## src/rtl/adc_sel_pkg.sv

```systemverilog
package adc_sel_pkg;

   localparam int unsigned REF_W  = 2;
   localparam int unsigned CHAN_W = 5;
   localparam int unsigned BYTE_W = 8;

   typedef enum logic [REF_W-1:0] {
      REF_EXT_PIN = 2'b00,
      REF_SUPPLY  = 2'b01,
      REF_RSVD    = 2'b10,
      REF_INT_1V1 = 2'b11
   } ref_sel_e;

   typedef struct packed {
      logic [REF_W-1:0]  ref_sel;
      logic              left_adj;
      logic [CHAN_W-1:0] chan;
   } sel_reg_t;

endpackage

```

## src/rtl/adc_sel_soft.sv

```systemverilog
module adc_sel_soft
   import adc_sel_pkg::*;
(
   input  logic                 clk_i,
   input  logic                 rst_ni,
   input  logic                 wr_hit_i,
   input  logic [BYTE_W-1:0]    wdata_i,
   output sel_reg_t             reg_q_o,
   output sel_reg_t             reg_next_o
);

   sel_reg_t reg_q;

   initial begin
      assert ($bits(sel_reg_t) == BYTE_W)
         else $error("register layout must fill one byte");
   end

   always_comb begin
      reg_next_o = reg_q;
      if (wr_hit_i) begin
         reg_next_o = sel_reg_t'(wdata_i);
      end
   end

   always_ff @(posedge clk_i or negedge rst_ni) begin
      if (!rst_ni) begin
         reg_q <= '0;
      end else begin
         reg_q <= reg_next_o;
      end
   end

   assign reg_q_o = reg_q;

endmodule

```

## src/rtl/adc_sel_shadow.sv

```systemverilog
module adc_sel_shadow
   import adc_sel_pkg::*;
(
   input  logic              clk_i,
   input  logic              rst_ni,
   input  logic              busy_i,
   input  logic              done_i,
   input  sel_reg_t          reg_next_i,
   output logic [REF_W-1:0]  act_ref_o,
   output logic [CHAN_W-1:0] act_chan_o
);

   logic              load;
   logic [REF_W-1:0]  ref_q;
   logic [CHAN_W-1:0] chan_q;

   assign load = done_i | ~busy_i;

   always_ff @(posedge clk_i or negedge rst_ni) begin
      if (!rst_ni) begin
         ref_q  <= REF_EXT_PIN;
         chan_q <= '0;
      end else if (load) begin
         ref_q  <= reg_next_i.ref_sel;
         chan_q <= reg_next_i.chan;
      end
   end

   assign act_ref_o  = ref_q;
   assign act_chan_o = chan_q;

endmodule

```

## src/rtl/adc_sel_result.sv

```systemverilog
module adc_sel_result #(
   parameter int unsigned RES_W  = 10,
   parameter int unsigned VIEW_W = 16
) (
   input  logic              clk_i,
   input  logic              rst_ni,
   input  logic              done_i,
   input  logic [RES_W-1:0]  raw_i,
   input  logic              left_adj_i,
   output logic [VIEW_W-1:0] view_o
);

   localparam int unsigned PAD_W = VIEW_W - RES_W;

   initial begin
      assert (VIEW_W >= RES_W) else $error("view narrower than result");
      assert (RES_W > 0) else $error("result width must be positive");
   end

   logic [RES_W-1:0] res_q;

   always_ff @(posedge clk_i or negedge rst_ni) begin
      if (!rst_ni) begin
         res_q <= '0;
      end else if (done_i) begin
         res_q <= raw_i;
      end
   end

   generate
      if (PAD_W == 0) begin : g_no_pad
         logic unused_adj;
         assign unused_adj = left_adj_i;
         assign view_o     = res_q;
      end else begin : g_pad
         always_comb begin
            if (left_adj_i) begin
               view_o = {res_q, {PAD_W{1'b0}}};
            end else begin
               view_o = {{PAD_W{1'b0}}, res_q};
            end
         end
      end
   endgenerate

endmodule

```

## src/rtl/adc_sel_reg.sv

```systemverilog
module adc_sel_reg
   import adc_sel_pkg::*;
#(
   parameter int unsigned    ADDR_W   = 8,
   parameter logic [7:0]     REG_ADDR = 8'h7C,
   parameter int unsigned    RES_W    = 10,
   parameter int unsigned    VIEW_W   = 16,
   parameter bit             READ_REG = 1'b0
) (
   input  logic              clk_i,
   input  logic              rst_ni,
   input  logic [ADDR_W-1:0] bus_addr_i,
   input  logic              bus_we_i,
   input  logic [BYTE_W-1:0] bus_wdata_i,
   output logic [BYTE_W-1:0] bus_rdata_o,
   input  logic              conv_busy_i,
   input  logic              conv_done_i,
   input  logic [RES_W-1:0]  conv_raw_i,
   output logic [REF_W-1:0]  act_ref_o,
   output logic [CHAN_W-1:0] act_chan_o,
   output logic [VIEW_W-1:0] res_view_o
);

   initial begin
      assert (ADDR_W >= 8) else $error("address too narrow for register offset");
   end

   logic              addr_hit;
   logic              wr_hit;
   sel_reg_t          reg_q;
   sel_reg_t          reg_next;
   logic [BYTE_W-1:0] soft_q;

   assign addr_hit = (bus_addr_i == ADDR_W'(REG_ADDR));
   assign wr_hit   = bus_we_i & addr_hit;
   assign soft_q   = reg_q;

   adc_sel_soft u_soft (
      .clk_i      (clk_i),
      .rst_ni     (rst_ni),
      .wr_hit_i   (wr_hit),
      .wdata_i    (bus_wdata_i),
      .reg_q_o    (reg_q),
      .reg_next_o (reg_next)
   );

   adc_sel_shadow u_shadow (
      .clk_i      (clk_i),
      .rst_ni     (rst_ni),
      .busy_i     (conv_busy_i),
      .done_i     (conv_done_i),
      .reg_next_i (reg_next),
      .act_ref_o  (act_ref_o),
      .act_chan_o (act_chan_o)
   );

   adc_sel_result #(
      .RES_W  (RES_W),
      .VIEW_W (VIEW_W)
   ) u_result (
      .clk_i      (clk_i),
      .rst_ni     (rst_ni),
      .done_i     (conv_done_i),
      .raw_i      (conv_raw_i),
      .left_adj_i (reg_q.left_adj),
      .view_o     (res_view_o)
   );

   generate
      if (READ_REG) begin : g_rd_reg
         logic [BYTE_W-1:0] rdata_q;
         always_ff @(posedge clk_i or negedge rst_ni) begin
            if (!rst_ni) begin
               rdata_q <= '0;
            end else begin
               rdata_q <= addr_hit ? soft_q : '0;
            end
         end
         assign bus_rdata_o = rdata_q;
      end else begin : g_rd_comb
         assign bus_rdata_o = addr_hit ? soft_q : '0;
      end
   endgenerate

endmodule

```

## config.mk

```make
export PLATFORM = sky130hd
export DESIGN_NAME = adc_sel_reg
export DESIGN_NICKNAME = d
export VERILOG_FILES = /design/src/rtl/adc_sel_pkg.sv /design/src/rtl/adc_sel_soft.sv /design/src/rtl/adc_sel_shadow.sv /design/src/rtl/adc_sel_result.sv /design/src/rtl/adc_sel_reg.sv
export SDC_FILE = /design/constraint.sdc
export NUM_CORES = 1
export LEC_CHECK = 0
export BUFFER_PORTS_ARGS = -buffer_cell sky130_fd_sc_hd__buf_2
export CAP_MARGIN = 0
export CORE_ASPECT_RATIO = 0.6
export CORE_MARGIN = 3
export CORE_UTILIZATION = 42
export DETAILED_ROUTE_END_ITERATION = 16
export GPL_TIMING_DRIVEN = 0
export PLACE_DENSITY = 0.74
export SLEW_MARGIN = 40
export SYNTH_ARGS = -nofsm -noshare
export SYNTH_HDL_FRONTEND = slang
export SYNTH_HIERARCHICAL = 1
export SYNTH_SLANG_ARGS = --single-unit
```

## constraint.sdc

```tcl
create_clock -name clk_i -period 1 [get_ports clk_i]
set_input_delay 0.15 -clock clk_i [delete_from_list [all_inputs] [get_ports clk_i]]
set_output_delay 0.15 -clock clk_i [all_outputs]
set_load 0.01 [all_outputs]
```

Word-level counts from Yosys, hierarchy flattened:

Index checks and enable logic that the tools add are counted.

* bits in registers: 25
* bits in latches: 0
* bits in writable memories: 0
* memory bits (read-only): 0
* input bits: 31
* word-level logic and storage cells: 13
* memories kept: 0

* add/sub/neg operators: 0
* $mul: 0
* div/mod/pow operators: 0
* magnitude comparators: 0
* eq/ne operators: 1
* shift operators: 0
* multiplexer cells: 3
* bitwise gates (word level): 3
* reductions and logical operators: 0

Operator list (number)
* two-way mux 16 bit: 1
* two-way mux 8 bit: 2
* equality test 8 x 7 -> 1 bit (second input constant): 1
* bitwise AND 1 bit: 1
* inverter 1 bit: 1
* bitwise OR 1 bit: 1

Logic depth before layout (Yosys ltp):

Gate-level depths: netlist of the first run.

* depth after elaboration: 3
* depth in mapped cells: 6

Modules after synthesis:

The synthesis of the first run kept the hierarchy.

By module, submodules not included
* adc_sel_result: instances 1, cells an instance 39, area an instance 569.3 um^2, seq. area each 250.2 um^2
* adc_sel_soft: instances 1, cells an instance 17, area an instance 331.6 um^2, seq. area each 200.2 um^2
* adc_sel_shadow: instances 1, cells an instance 16, area an instance 305.3 um^2, seq. area each 175.2 um^2
* adc_sel_reg: instances 1, cells an instance 21, area an instance 163.9 um^2, seq. area each 0.0 um^2

Least setup slack after synthesis of the first run:

No wires, ideal clock.

* path type: input to register
* from: input port bus_addr_i[0]
* to: register u_shadow.chan_q[0] (netlist: u_shadow/act_chan_o[0])
* setup time: 0.125 ns
* arrival time: 1.344 ns
* data required time: 0.875 ns
* setup slack: -0.469 ns
* stages: 6
* cells stage by stage: nand4bb_1 buf_2 nor3_2 buf_6 mux2_4 mux2_4

RTL lines
* from (decl): line adc_sel_reg.sv:12 `input logic [ADDR_W-1:0] bus_addr_i,`
* to (signal assigned): line adc_sel_shadow.sv:25 `chan_q <= reg_next_i.chan;`
* to (decl): line adc_sel_shadow.sv:15 `logic [CHAN_W-1:0] chan_q;`

Worst setup path in the final report of the first run:

* from: register u_soft/reg_q_o[5] (netlist name)
* to: output port res_view_o[9]

* word-level cells in the longest chain between the ends: 1

RTL lines
* two-way mux 16 bit: line adc_sel_result.sv:37 `if (left_adj_i) begin`
* to (decl): line adc_sel_reg.sv:21 `output logic [VIEW_W-1:0] res_view_o`

No other way between the ends.

==> results of run 1 <==
routing by layer:
layer  up-vias  share of wire (%)  GRT usage [%]
met4         0               0.48           1.69
met2        22                 50           25.5
met3         2                4.3           2.87
met5         -                  0              0
li1        456                  -              -
met1       470                 46           19.7
flip-flops by register name (all words and copies together) (netlist names):
name                 count
u_result/res_q          10
u_shadow/act_ref_o       2
u_soft/reg_q_o           8
u_shadow/act_chan_o      5
cell families (layout without fill, tap and decap cells):
family	after synthesis	after routing	share of synthesized area [%]
simple gates	24	24	15.6
mux	29	29	31.8
buf+inv	15	90	6.94
flops	25	25	45.7
worst reg2reg max path: cells and delay by family (launching register included):
kind     cells  cell delay [ns]
buf+inv      1             0.14
mux          2             0.53
flops        1             0.40
per-stage QoR:
step	hold WS [ns]	setup TNS, ns	worst slack, ns	utilization (%)
after CTS	0.0999	-9.64	-0.414	63.0
after floorplan	-0.146	-4.75	-0.449	-
after global placement	0.165	-8.28	-0.619	58.1
after global routing	0.0937	-11.40	-0.431	65.2
after detailed placement	0.168	-8.77	-0.635	58.1
final	0.106	-9.60	-0.385	65.2
what timing repair did:
| item | CTS | global route |
|---|---|---|
| hold buffers | 1 | 0 |
| hold endpoints to repair | 25 | 0 |
| endpoints found under the setup margin | 39 | 39 |
| gates resized for setup | 11 | 10 |
| gates cloned | 0 | 0 |
| pin swaps | 2 | 0 |
| buffers inserted | 4 | 6 |
area by class of cell:
| cell class | count | area [µm²] |
|---|---|---|
| plain buffers | 6 | 67.6 |
| clock inverters | 1 | 7.51 |
| clock buffers | 3 | 41.3 |
| inverters | 9 | 33.8 |
| multi-input cells | 53 | 676 |
| repair buffers | 71 | 440 |
| fillers | 230 | 1040 |
| well taps | 42 | 52.6 |
| flip-flops and latches | 25 | 626 |
worst min path at each step:
stage | slack [ns] | endpoint | startpoint
6_report | 0.11 | u_result/res_q[3] | conv_raw_i[3]
5_1_grt | 0.09 | u_result/res_q[9] | conv_raw_i[9]
4_1_cts | 0.1 | u_result/res_q[3] | conv_raw_i[3]
3_5_place_dp | 0.17 | u_result/res_q[6] | rst_ni
3_3_place_gp | 0.17 | u_result/res_q[6] | rst_ni
2_1_floorplan | -0.15 | u_result/res_q[0] | rst_ni
Yosys cell counts (all sizes together):
cell type / instances
nand4bb: 1
nand2b: 1
mux2: 29
inv: 9
and2: 6
dfrtp: 25
nor2b: 6
buf: 6
nand4b: 1
nor3: 9
where the power goes:
group	total, µW	switching [µW]	internal (µW)
Clock	599	317	282
Sequential	1130	48.8	1080
Combinational	502	194	308
Total	2230	560	1670
==> results.md, run 1 <==
- In this run the register-to-register setup slack is -0.17 ns.
- The kind of end point of the critical path is an output pin.
- Excluding fillers, the count of instances in the completed layout stands at 210.
- In this run the static leakage power is 0.00106 µW.
- The setup slack of the critical path after layout is -0.385 ns.
- The proportion of layout cells with a drive suffix above 1 is 75.0%.
- Summing the sequential cell areas from Yosys gives 45.7% of the chip area.
- In the post-synthesis netlist, the biggest area contributors are dfrtp_1 (46%), mux2_4 (32%), nor3_2 (6.6%), buf_6 (4.1%), and2_1 (2.7%).
- The die area is 4010 µm².
- The worst path arrival time is 1.23 ns.
- The top cell type by total area after synthesis is dfrtp_1.
- The critical path ends at res_view_o[9].
- The cell family contributing the most delay on the critical path is flip-flops.
- In this run the standard cell core region covers 2980 µm².
- Leaving out fill and tap cells, the most frequent cell in the layout is buf_2.
- The worst hold path was traced through 2 stages.
- The final-report hold violation count is 0.
- The insertion delay of the later-clocked pin in the worst-skew pair is 0.27 ns.
- The number of warnings reported in the yosys synthesis log is 6.
- Counting tap cells, the placed design contains a total of 196 instances.
- The weighted congestion reported at the end of routability-driven placement is 0.767.
- Setup repair after global routing could not meet its margin everywhere.
- The initial core utilization is 45.9%.
- The routed wire length is 2.91 mm.
- The distinct cell type count of the synthesized netlist is 11.
- The clock root buffer is clkbuf_8.
- The final instance area is 1940 µm².
- The highest cell delay on the worst timing path is 0.40 ns.
- Clock tree synthesis inserted a total of 3 buffers.
- The cell depth of the worst setup path is 3.
- The number of remaining DRC errors is 0.
- The number of instances in the synthesized netlist is 93.
- The launching point of the worst reg2reg path is u_soft/reg_q_o[7].
- After the first detailed-routing iteration, the DRC count stood at 32.
- The register bit count reported by yosys is 25.
- The count of buffer and inverter cells on the critical path is 2.
- The clock-pin transition on the worst setup and hold timing paths is 0.09 ns.
- The setup violation total in the final timing report is 39.
- The number of global-route vias before repair is 969.
- In the layout the commonest cells are buf_2 (55), mux2_4 (29), dfrtp_1 (25).
- STA classifies the critical path startpoint as a flop.
- The path type of the worst setup path is reg2out.
- The pin count of the biggest net entering global routing is 26.
- In the routed layout, each cell is associated on average with a via count of 4.52.
- The width of the chip is 79.7 µm.
- The maximum buffer depth of the clock tree is 2.
- Subtracting the final worst setup slack from the clock period gives 1.38 ns.
- The number of antenna violations at the first check in global routing is 0.
- The flow ran to the end, but the final reports show violations.
- Along the worst path, the maximum fanout reaches 6.
- The average instance in the mapped netlist occupies 14.7 µm².
- During I/O placement, the number of pins put on the boundary was 62.
- The count of buffers added on input and output ports is 61.
- Global routing consumed, over all layers together, 14.7% of the routing resources.
- The area growth from synthesis to layout is 41.9%.
- At the worst endpoint, the required time is 0.85 ns.
- The reg-to-reg endpoint is u_shadow/act_ref_o[1].
- Synthesis produced a netlist with a net count of 124.
- The routed layout has 950 vias.
- The critical path starts at u_soft/reg_q_o[5].
- The post-place instance area is 1730 µm².
- The depth of the worst register-to-register path is 3.
- The die is 50.2 µm tall.
- The checks that failed: setup timing.
- The fraction of synthesized cell area taken by the top area cell type is 45.7%.
- The type of the most critical hold path is in2reg.
- Max-cap violations in this run came to 0.
- The synthesized area is 1370 µm².
- The maximum resistive drop on vdd is 0.000677 V.
- CTS built an H-tree with a depth of 1.
- The ratio of total power to cell area is 1150 nW/µm².
- Once detail routing completed, the nets flagged for antenna violations numbered 0.
- TritonCTS built the clock tree.
- For the pin with the worst max-slew slack, the measured transition is 0.558 ns.
- The tightest slew margin relative to the limit is 62.8%.
- By instance count, the cell type seen most on the critical path is buf_6.
- The first TritonRoute pass finished after 3 iterations.
- Timing would allow up to 0.722 GHz.
- In the final design database the tool counted 200 nets.
- The standard cell with the maximum stage delay on the critical path is dfrtp_1.
- Traced cell by cell, the critical path runs through buf_6 -> mux2_4 -> buf_6.
- The overall power after layout is 2230 µW.
- The number of clock sinks is 25.
- Summed over all layers, the global routing overflow is 0.
- After detailed routing, the average wire length per cell comes to 13.8 µm.
- The global-route wire length before repair is 4.60 mm.
- Across the routed clock network, the largest skew measured is 0.00518 ns.
- The floorplan has 15 rows.
- The worst path uses 138% of the clock period.
- The number of slew-limit violations in the final report is 0.
- The count of inserted antenna diode cells is 0.
Note: power is estimated with default switching activity, not from simulation.
==> run 2: changes to the inputs <==
CORE_UTILIZATION = 43   (was 42)
CTS_BUF_LIST = sky130_fd_sc_hd__clkbuf_4 sky130_fd_sc_hd__clkbuf_8   (was not set)
PLACE_DENSITY = 0.75   (was 0.74)
==> run 2 against run 1 <==
  * The run still ends with setup timing left
  * Register-to-register slack hardly changed
  * Non-clock buffer count rose by 6
  * Wire length is 0.93% lower
  * Clock skew fell by 0.0048 ns
  * Via count rose by 1.1%
  * Fmax decreased by 0.62%
  * Clock power is 0.7% higher
  * Flip-flop and latch count unchanged
  * Setup slack got worse by 0.0086 ns
  * Critical path type unchanged
  * Highest routed layer unchanged
==> results.md, run 2 (synthesis gave the netlist of run 1 again) <==
- The post-place instance area was 1730 µm² (unchanged).
- The proportion of layout cells with a drive suffix above 1 is 76.4% (+1.4 points).
- The number of remaining DRC errors came to 0 (unchanged).
- The register area is 626 µm² (unchanged).
- The setup slack of the critical path after layout is -0.393 ns (-0.00863 ns).
- The critical-path maximum fanout is 7 (+1).
- The number of antenna-violating nets in the routed design is 0 (unchanged).
- The final clock period utilization by the worst path is 139% (+0.86 points).
- The kind of cell with the highest combined delay on the critical path is flip-flops.
- The final-report hold violation count is 0 (unchanged).
- The power share of the combinational group is 23.2% (+0.7 points).
- The area of the multi-input gates is 692 µm² (+2.4%).
- The width of the chip came to 78.9 µm (-1.1%).
- The number of filler cells placed in the layout is 236 (+2.6%).
- The setup skew after layout is 0.000401 ns (-0.00478 ns).
- The checks that failed: setup timing.
- The worst path arrival time came to 1.24 ns (about the same).
- The die area was 3920 µm² (-2.1%).
- In the layout the commonest cells are buf_2 (56), mux2_4 (29), dfrtp_1 (25).
- The setup violation total in the final timing report was 33 (-15%).
- The chip height is 49.7 µm (-1.0%).
- The area growth from synthesis to layout is 45.8%.
- Setup repair after global routing could not meet its margin everywhere.
- The worst setup path is launched from a flop.
- The fraction of power spent switching nets is 25.3% (+0.17 points).
- The final instance area is 2000 µm² (+2.8%).
- The power spent charging and discharging nets was 570 µW (+1.7%).
- The total congestion overflow was 0 (unchanged).
- The maximum clock frequency is 0.718 GHz (-0.62%).
- The total CTS buffers is 3 (unchanged).
- The count of inserted antenna diode cells is 0 (unchanged).
- The number of I/O port buffers is 61 (unchanged).
- The initial core utilization is 46.5% (+0.58 points).
- The count of buffer and inverter cells on the critical path is 2 (unchanged).
- The cell that appears most often on the critical path is buf_6.
- The pin count of the biggest net entering global routing was 26 (unchanged).
- The number of rows created at floorplan is 15 (unchanged).
- The min-delay analysis places its worst path in the category in2reg.
- The detailed route wirelength on metal3 is 74 µm (-40%).
- The maximum resistive drop on vdd is 0.000526 V (-22%).
- The worst slack at placement is -0.667 ns (-0.0317 ns).
- The combined global-route utilization of all metal layers is 15.6% (+0.96 points).
- The number of max-cap violations came to 0 (unchanged).
- The slew of the pin with the lowest slew margin was 0.558 ns (+0.000205 ns).
- The area of the placeable core is 2950 µm² (-1.3%).
- The tightest slew margin relative to the limit is 62.8% (about the same).
- TritonCTS built the clock tree.
- The weighted congestion reported at the end of routability-driven placement is 0.668 (-13%).
- The signal on the critical path passes through buf_6 -> mux2_4 -> buf_6.
- The proportion of power drawn by the clock network is 26.7% (-0.2 points).
- The highest cell delay on the worst timing path is 0.40 ns (about the same).
- The detailed-route vias per instance is 4.44 (-1.8%).
- The final core utilization is 67.8% (+2.7 points).
- The number of global-route vias before repair is 1002 (+3.4%).
- The ratio of total power to cell area is 1130 nW/µm² (-1.7%).
- The maximum buffer depth of the clock tree is 2 (unchanged).
- The final period demand of the worst path came to 1.39 ns (+0.00863 ns).
- The clock-pin transition on the worst setup and hold timing paths is 0.09 ns (about the same).
- The global-route wire length before repair came to 4.85 mm (+5.4%).
- The routed length per placed instance was 13.3 µm (-3.7%).
- The number of H-tree branching levels is 1 (unchanged).
- The routed length on met1 came to 1.29 mm (-2.9%).
- The largest individual stage delay along the critical path comes from the cell dfrtp_1.
- The routed wire length is 2.88 mm (-0.93%).
- The insertion delay of the later-clocked pin in the worst-skew pair is 0.27 ns (about the same).
- The static power due to leakage came to 0.00109 µW (+3.0%).
- The total iterations of the first detailed-routing run is 4 (+1).
- The path type of the worst setup path is reg2out.
- The number of slew-limit violations in the final report is 0 (unchanged).
- The flip-flop count of the largest register, all copies and words added was 10 (unchanged).
- The layout net count is 206 (+3.0%).
- Leaving out fill and tap cells, the most frequent cell in the layout is buf_2.
- The highest metal layer with signal wires is met4.
- The internal power contribution is 1680 µW (+0.80%).
- After legalization and detailed placement, the total HPWL measured 2.11 mm.
- The register with the highest flop count is u_result/res_q.
- The wire length on met2 is 1.50 mm (+4.3%).
- The number of antenna violations at the first check in global routing is 0 (unchanged).
- The number of clock sinks was 25 (unchanged).
- The required time of the critical path is 0.85 ns (about the same).
- The kind of end point of the critical path is an output pin.
- The clock root buffer is clkbuf_8.
- The count of vias placed by the detailed router is 960 (+1.1%).
- The flow ran to the end, but the final reports show violations.
- The first-iteration detailed-routing DRC count is 16 (-50%).
- The number of top-level pins came to 62 (unchanged).
- The sequential fraction of design power came to 50.1% (-0.5 points).
## run 2: cell type report
class	count	area share, %
buffer	5	2.82
clock buffer	3	2.07
clock inverter	1	0.376
inverter	9	1.69
multi-input combinational	53	34.6
sequential	25	31.3
tap	42	2.63
timing repair buffer	78	24.5
## run 2: timing repair
| item | in CTS | in global routing |
|---|---|---|
| pin swaps | 1 | 0 |
| setup buffers | 7 | 11 |
| hold buffers | 1 | 0 |
| setup endpoints to repair | 39 | 41 |
| gates resized for setup | 12 | 11 |
| endpoints found under the hold margin | 25 | 0 |
## run 2: power groups by stage
| stage | sequential, µW | clock, µW | combinational [µW] |
|---|---|---|---|
| after floorplan | 1140 | 0 | 273 |
| after global placement | 1140 | 0 | 433 |
| after detailed placement | 1150 | 0 | 442 |
| after CTS | 1130 | 618 | 497 |
| after global routing | 1140 | 679 | 566 |
| final | 1130 | 603 | 523 |
## run 2: routing by layer
| layer | vias to the layer above | GRT usage (%) |
|---|---|---|
| met5 | - | 0 |
| met4 | 0 | 3.43 |
| met3 | 2 | 2.74 |
| met2 | 16 | 26.6 |
| met1 | 473 | 20.9 |
| li1 | 469 | - |
## run 2: worst paths after layout
path | startpoint | to | slack (ns) | cells past startpoint
worst min register to register | u_shadow/act_chan_o[0] | u_shadow/act_chan_o[0] | 0.51 | 1
min in group asynchronous | rst_ni | u_result/res_q[6] | 0.40 | 2
max in group asynchronous | rst_ni | u_result/res_q[7] | 0.23 | 2
worst max register to register | u_soft/reg_q_o[2] | u_shadow/act_chan_o[2] | -0.16 | 3
worst max-delay path | u_soft/reg_q_o[5] | res_view_o[7] | -0.39 | 3
worst min-delay path | conv_raw_i[2] | u_result/res_q[2] | 0.10 | 2
## run 2: metrics by stage
step	setup TNS, ns	std cells	total power (µW)	hold WS, ns
floorplan	-4.75	93	1420	-0.146
global placement	-8.63	196	1580	0.162
detailed placement	-9.18	196	1590	0.169
CTS	-9.68	208	2240	0.0957
global route	-10.68	216	2390	0.0898
finish	-8.72	216	2250	0.104
==> run 3: changes to the inputs <==
SETUP_SLACK_MARGIN = 0.3   (was not set)
==> run 3 against run 2 <==
  * The flow finishes with violations (hold timing, setup timing)
  * Register-to-register slack better by 0.10 ns
  * Clock-buffer cell count up 1
  * Sequential power about the same
  * Core utilization up 6.3 points
  * Non-clock buffer count up 2
  * Power up 5.5%
  * Combinational power up 21%
==> results.md, run 3 (synthesis gave the netlist of run 1 again) <==
- The worst slack at placement is -0.681 ns (-0.0138 ns).
- The width of the chip is 78.9 µm (unchanged).
- The total CTS buffers is 3 (unchanged).
- The fraction of power spent switching nets is 24.3% (-1.0 points).
- The number of I/O port buffers is 61 (unchanged).
- The number of slew-limit violations in the final report is 0 (unchanged).
- The number of rows created at floorplan was 15 (unchanged).
- The static power due to leakage was 0.00120 µW (+9.9%).
- The setup slack of the critical path after layout was -0.388 ns (+0.00489 ns).
- The run finished, with violations left.
- The maximum resistive drop on vdd is 0.000662 V (+26%).
- The count of vias placed by the detailed router came to 980 (+2.1%).
- The routed wire length is 3.13 mm (+8.8%).
- The kind of end point of the critical path is an output pin.
- The setup violation total in the final timing report is 39 (+18%).
- The library cell used most frequently in the layout, excluding fill and tap cells, is buf_2.
- The layout net count is 208 (+0.97%).
- The chip height is 49.7 µm (unchanged).
- The detailed-route vias per instance came to 4.50 (+1.1%).
- The clock tree from TritonCTS is built.
- The required time of the critical path was 0.85 ns (about the same).
- The sum of net half-perimeters after detailed placement is 2.27 mm (+8.0%).
- The register area is 626 µm² (unchanged).
- The post-place instance area is 1800 µm² (+3.7%).
- The number of remaining DRC errors is 0 (unchanged).
- The area of the multi-input gates was 741 µm² (+7.1%).
- The combined global-route utilization of all metal layers is 16.5% (+0.87 points).
- The number of filler cells placed in the layout is 201 (-15%).
- The path type of the worst setup path is reg2out.
- The cell occurring most often along the worst timing path is buf_6.
- The number of max-cap violations came to 0 (unchanged).
- The power spent charging and discharging nets was 577 µW (+1.3%).
- The number of antenna-violating nets in the routed design was 0 (unchanged).
- The worst register-to-register path ends at u_shadow/act_chan_o[1].
- The number of top-level pins is 62 (unchanged).
- The highest cell delay on the worst timing path is 0.39 ns (about the same).
- The tightest slew margin relative to the limit is 61.9% (-0.91 points).
- The worst register-to-register path begins at u_soft/reg_q_o[1].
- The count of inserted antenna diode cells is 0 (unchanged).
- The area of the placeable core is 2950 µm² (unchanged).
- The global-route wire length before repair is 5.05 mm (+4.1%).
- The top cell types in the final layout, fill and taps aside, are buf_2 (42), buf_6 (33), mux2_4 (29).
- The area growth from synthesis to layout is 59.4%.
- The slew of the pin with the lowest slew margin is 0.572 ns (+0.0137 ns).
- The routed length per placed instance is 14.4 µm (+7.8%).
- The number of global-route vias before repair came to 1014 (+1.2%).
- Setup repair after global routing could not meet its margin everywhere.
- The number of H-tree branching levels is 1 (unchanged).
- The proportion of power drawn by the clock network is 25.6% (-1.1 points).
- The clock-pin transition on the worst setup and hold timing paths is 0.08 ns (about the same).
- The worst setup path is launched from a flop.
- The weighted congestion reported at the end of routability-driven placement is 0.698 (+4.4%).
- Clock tree synthesis selected as its root buffer the cell clkbuf_8.
- The final period demand of the worst path is 1.39 ns (-0.00489 ns).
- Traced cell by cell, the critical path runs through buf_6 -> mux2_4 -> buf_6.
- The critical-path maximum fanout is 7 (unchanged).
- The die area is 3920 µm² (unchanged).
- The min-delay analysis places its worst path in the category in2async.
- The final core utilization is 74.1% (+6.3 points).
- The internal power contribution was 1800 µW (+6.9%).
- The checks that failed: hold timing, setup timing.
- The final hold slack is -0.130 ns (-0.234 ns).
- The final instance area is 2180 µm² (+9.3%).
- The setup skew after layout is 0.000713 ns (+0.000313 ns).
- The maximum buffer depth of the clock tree came to 2 (unchanged).
- The total iterations of the first detailed-routing run was 4 (unchanged).
- The first-iteration detailed-routing DRC count is 19 (+3).
- The flip-flop count of the largest register, all copies and words added was 10 (unchanged).
- The maximum clock frequency was 0.720 GHz (+0.35%).
- The worst setup slack for register-to-register paths is -0.06 ns (+0.10 ns).
- The power share of the combinational group came to 26.7% (+3.5 points).
- The proportion of layout cells with a drive suffix above 1 is 80.7% (+4.2 points).
- The pin count of the biggest net entering global routing is 26 (unchanged).
- The final clock period utilization by the worst path came to 139% (-0.49 points).
- The total congestion overflow is 0 (unchanged).
- The sequential fraction of design power came to 47.7% (-2.4 points).
- The standard cell with the maximum stage delay on the critical path is dfrtp_1.
- The depth of the worst register-to-register path came to 2 (-1).
- The number of clock sinks was 25 (unchanged).
- The final-report hold violation count is 25 (+25).
- The ratio of total power to cell area is 1090 nW/µm² (-3.5%).
- The initial core utilization was 46.5% (unchanged).
- Counting flops per register, the top entry is u_result/res_q.
- The worst path arrival time was 1.24 ns (about the same).
- The insertion delay of the later-clocked pin in the worst-skew pair was 0.26 ns (about the same).
- The number of antenna violations at the first check in global routing is 0 (unchanged).
[run 3: final cells by class]
type / count / share of cell area (%)
timing repair buffer: 79 / 27.7
clock buffer: 4 / 2.23
inverter: 9 / 1.55
sequential: 25 / 28.7
buffer: 6 / 3.50
tap: 42 / 2.41
multi-input combinational: 53 / 33.9
[run 3: through the flow]
| stage | total power, µW | TNS, ns | std cells | hold slack [ns] |
|---|---|---|---|---|
| 4_1_cts | 2320 | -9.88 | 211 | -0.116 |
| 2_1_floorplan | 1460 | -4.75 | 93 | -0.146 |
| 5_1_grt | 2500 | -11.79 | 218 | -0.101 |
| 6_report | 2380 | -10.10 | 218 | -0.130 |
| 3_3_place_gp | 1620 | -8.82 | 196 | 0.165 |
| 3_5_place_dp | 1640 | -9.78 | 196 | 0.177 |
[run 3: what timing repair did]
item / CTS / global route
hold endpoints to repair: 25 / 25
resized for setup: 14 / 24
endpoints found under the setup margin: 56 / 56
cloned: 0 / 0
pin swaps: 2 / 2
buffers inserted: 11 / 7
[run 3: routing by layer]
| layer | part of all wire, % | vias up | wire length [µm] | track usage, % |
|---|---|---|---|---|
| li1 | - | 477 | - | - |
| met1 | 44 | 474 | 1370 | 22.5 |
| met2 | 51 | 25 | 1610 | 26.9 |
| met3 | 3.4 | 4 | 106 | 3.10 |
| met4 | 1.5 | 0 | 48 | 4.57 |
| met5 | 0 | - | 0 | 0 |
[run 3: how the worst max path moves through the flow]
stage / from / end / slack [ns] / depth (start not counted)
3_3_place_gp: bus_addr_i[7] / u_shadow/act_chan_o[0] / -0.62 / 6
3_5_place_dp: bus_addr_i[7] / u_shadow/act_chan_o[1] / -0.68 / 6
6_report: u_soft/reg_q_o[5] / res_view_o[9] / -0.39 / 3
2_1_floorplan: bus_addr_i[7] / u_shadow/act_chan_o[0] / -0.45 / 5
5_1_grt: u_soft/reg_q_o[5] / res_view_o[7] / -0.43 / 3
4_1_cts: u_soft/reg_q_o[5] / res_view_o[9] / -0.39 / 3
[run 3: critical path, delay by kind of cell (launching register included)]
| family | cells | cell delay [ns] |
|---|---|---|
| flops | 1 | 0.39 |
| mux | 1 | 0.31 |
| buf+inv | 2 | 0.27 |
[run 3: power by group through the flow]
stage | Combinational (µW) | Sequential [µW] | Clock [µW]
global placement | 472 | 1150 | 0
detailed placement | 483 | 1160 | 0
global route | 676 | 1140 | 681
CTS | 564 | 1130 | 625
floorplan | 313 | 1150 | 0
finish | 634 | 1130 | 609
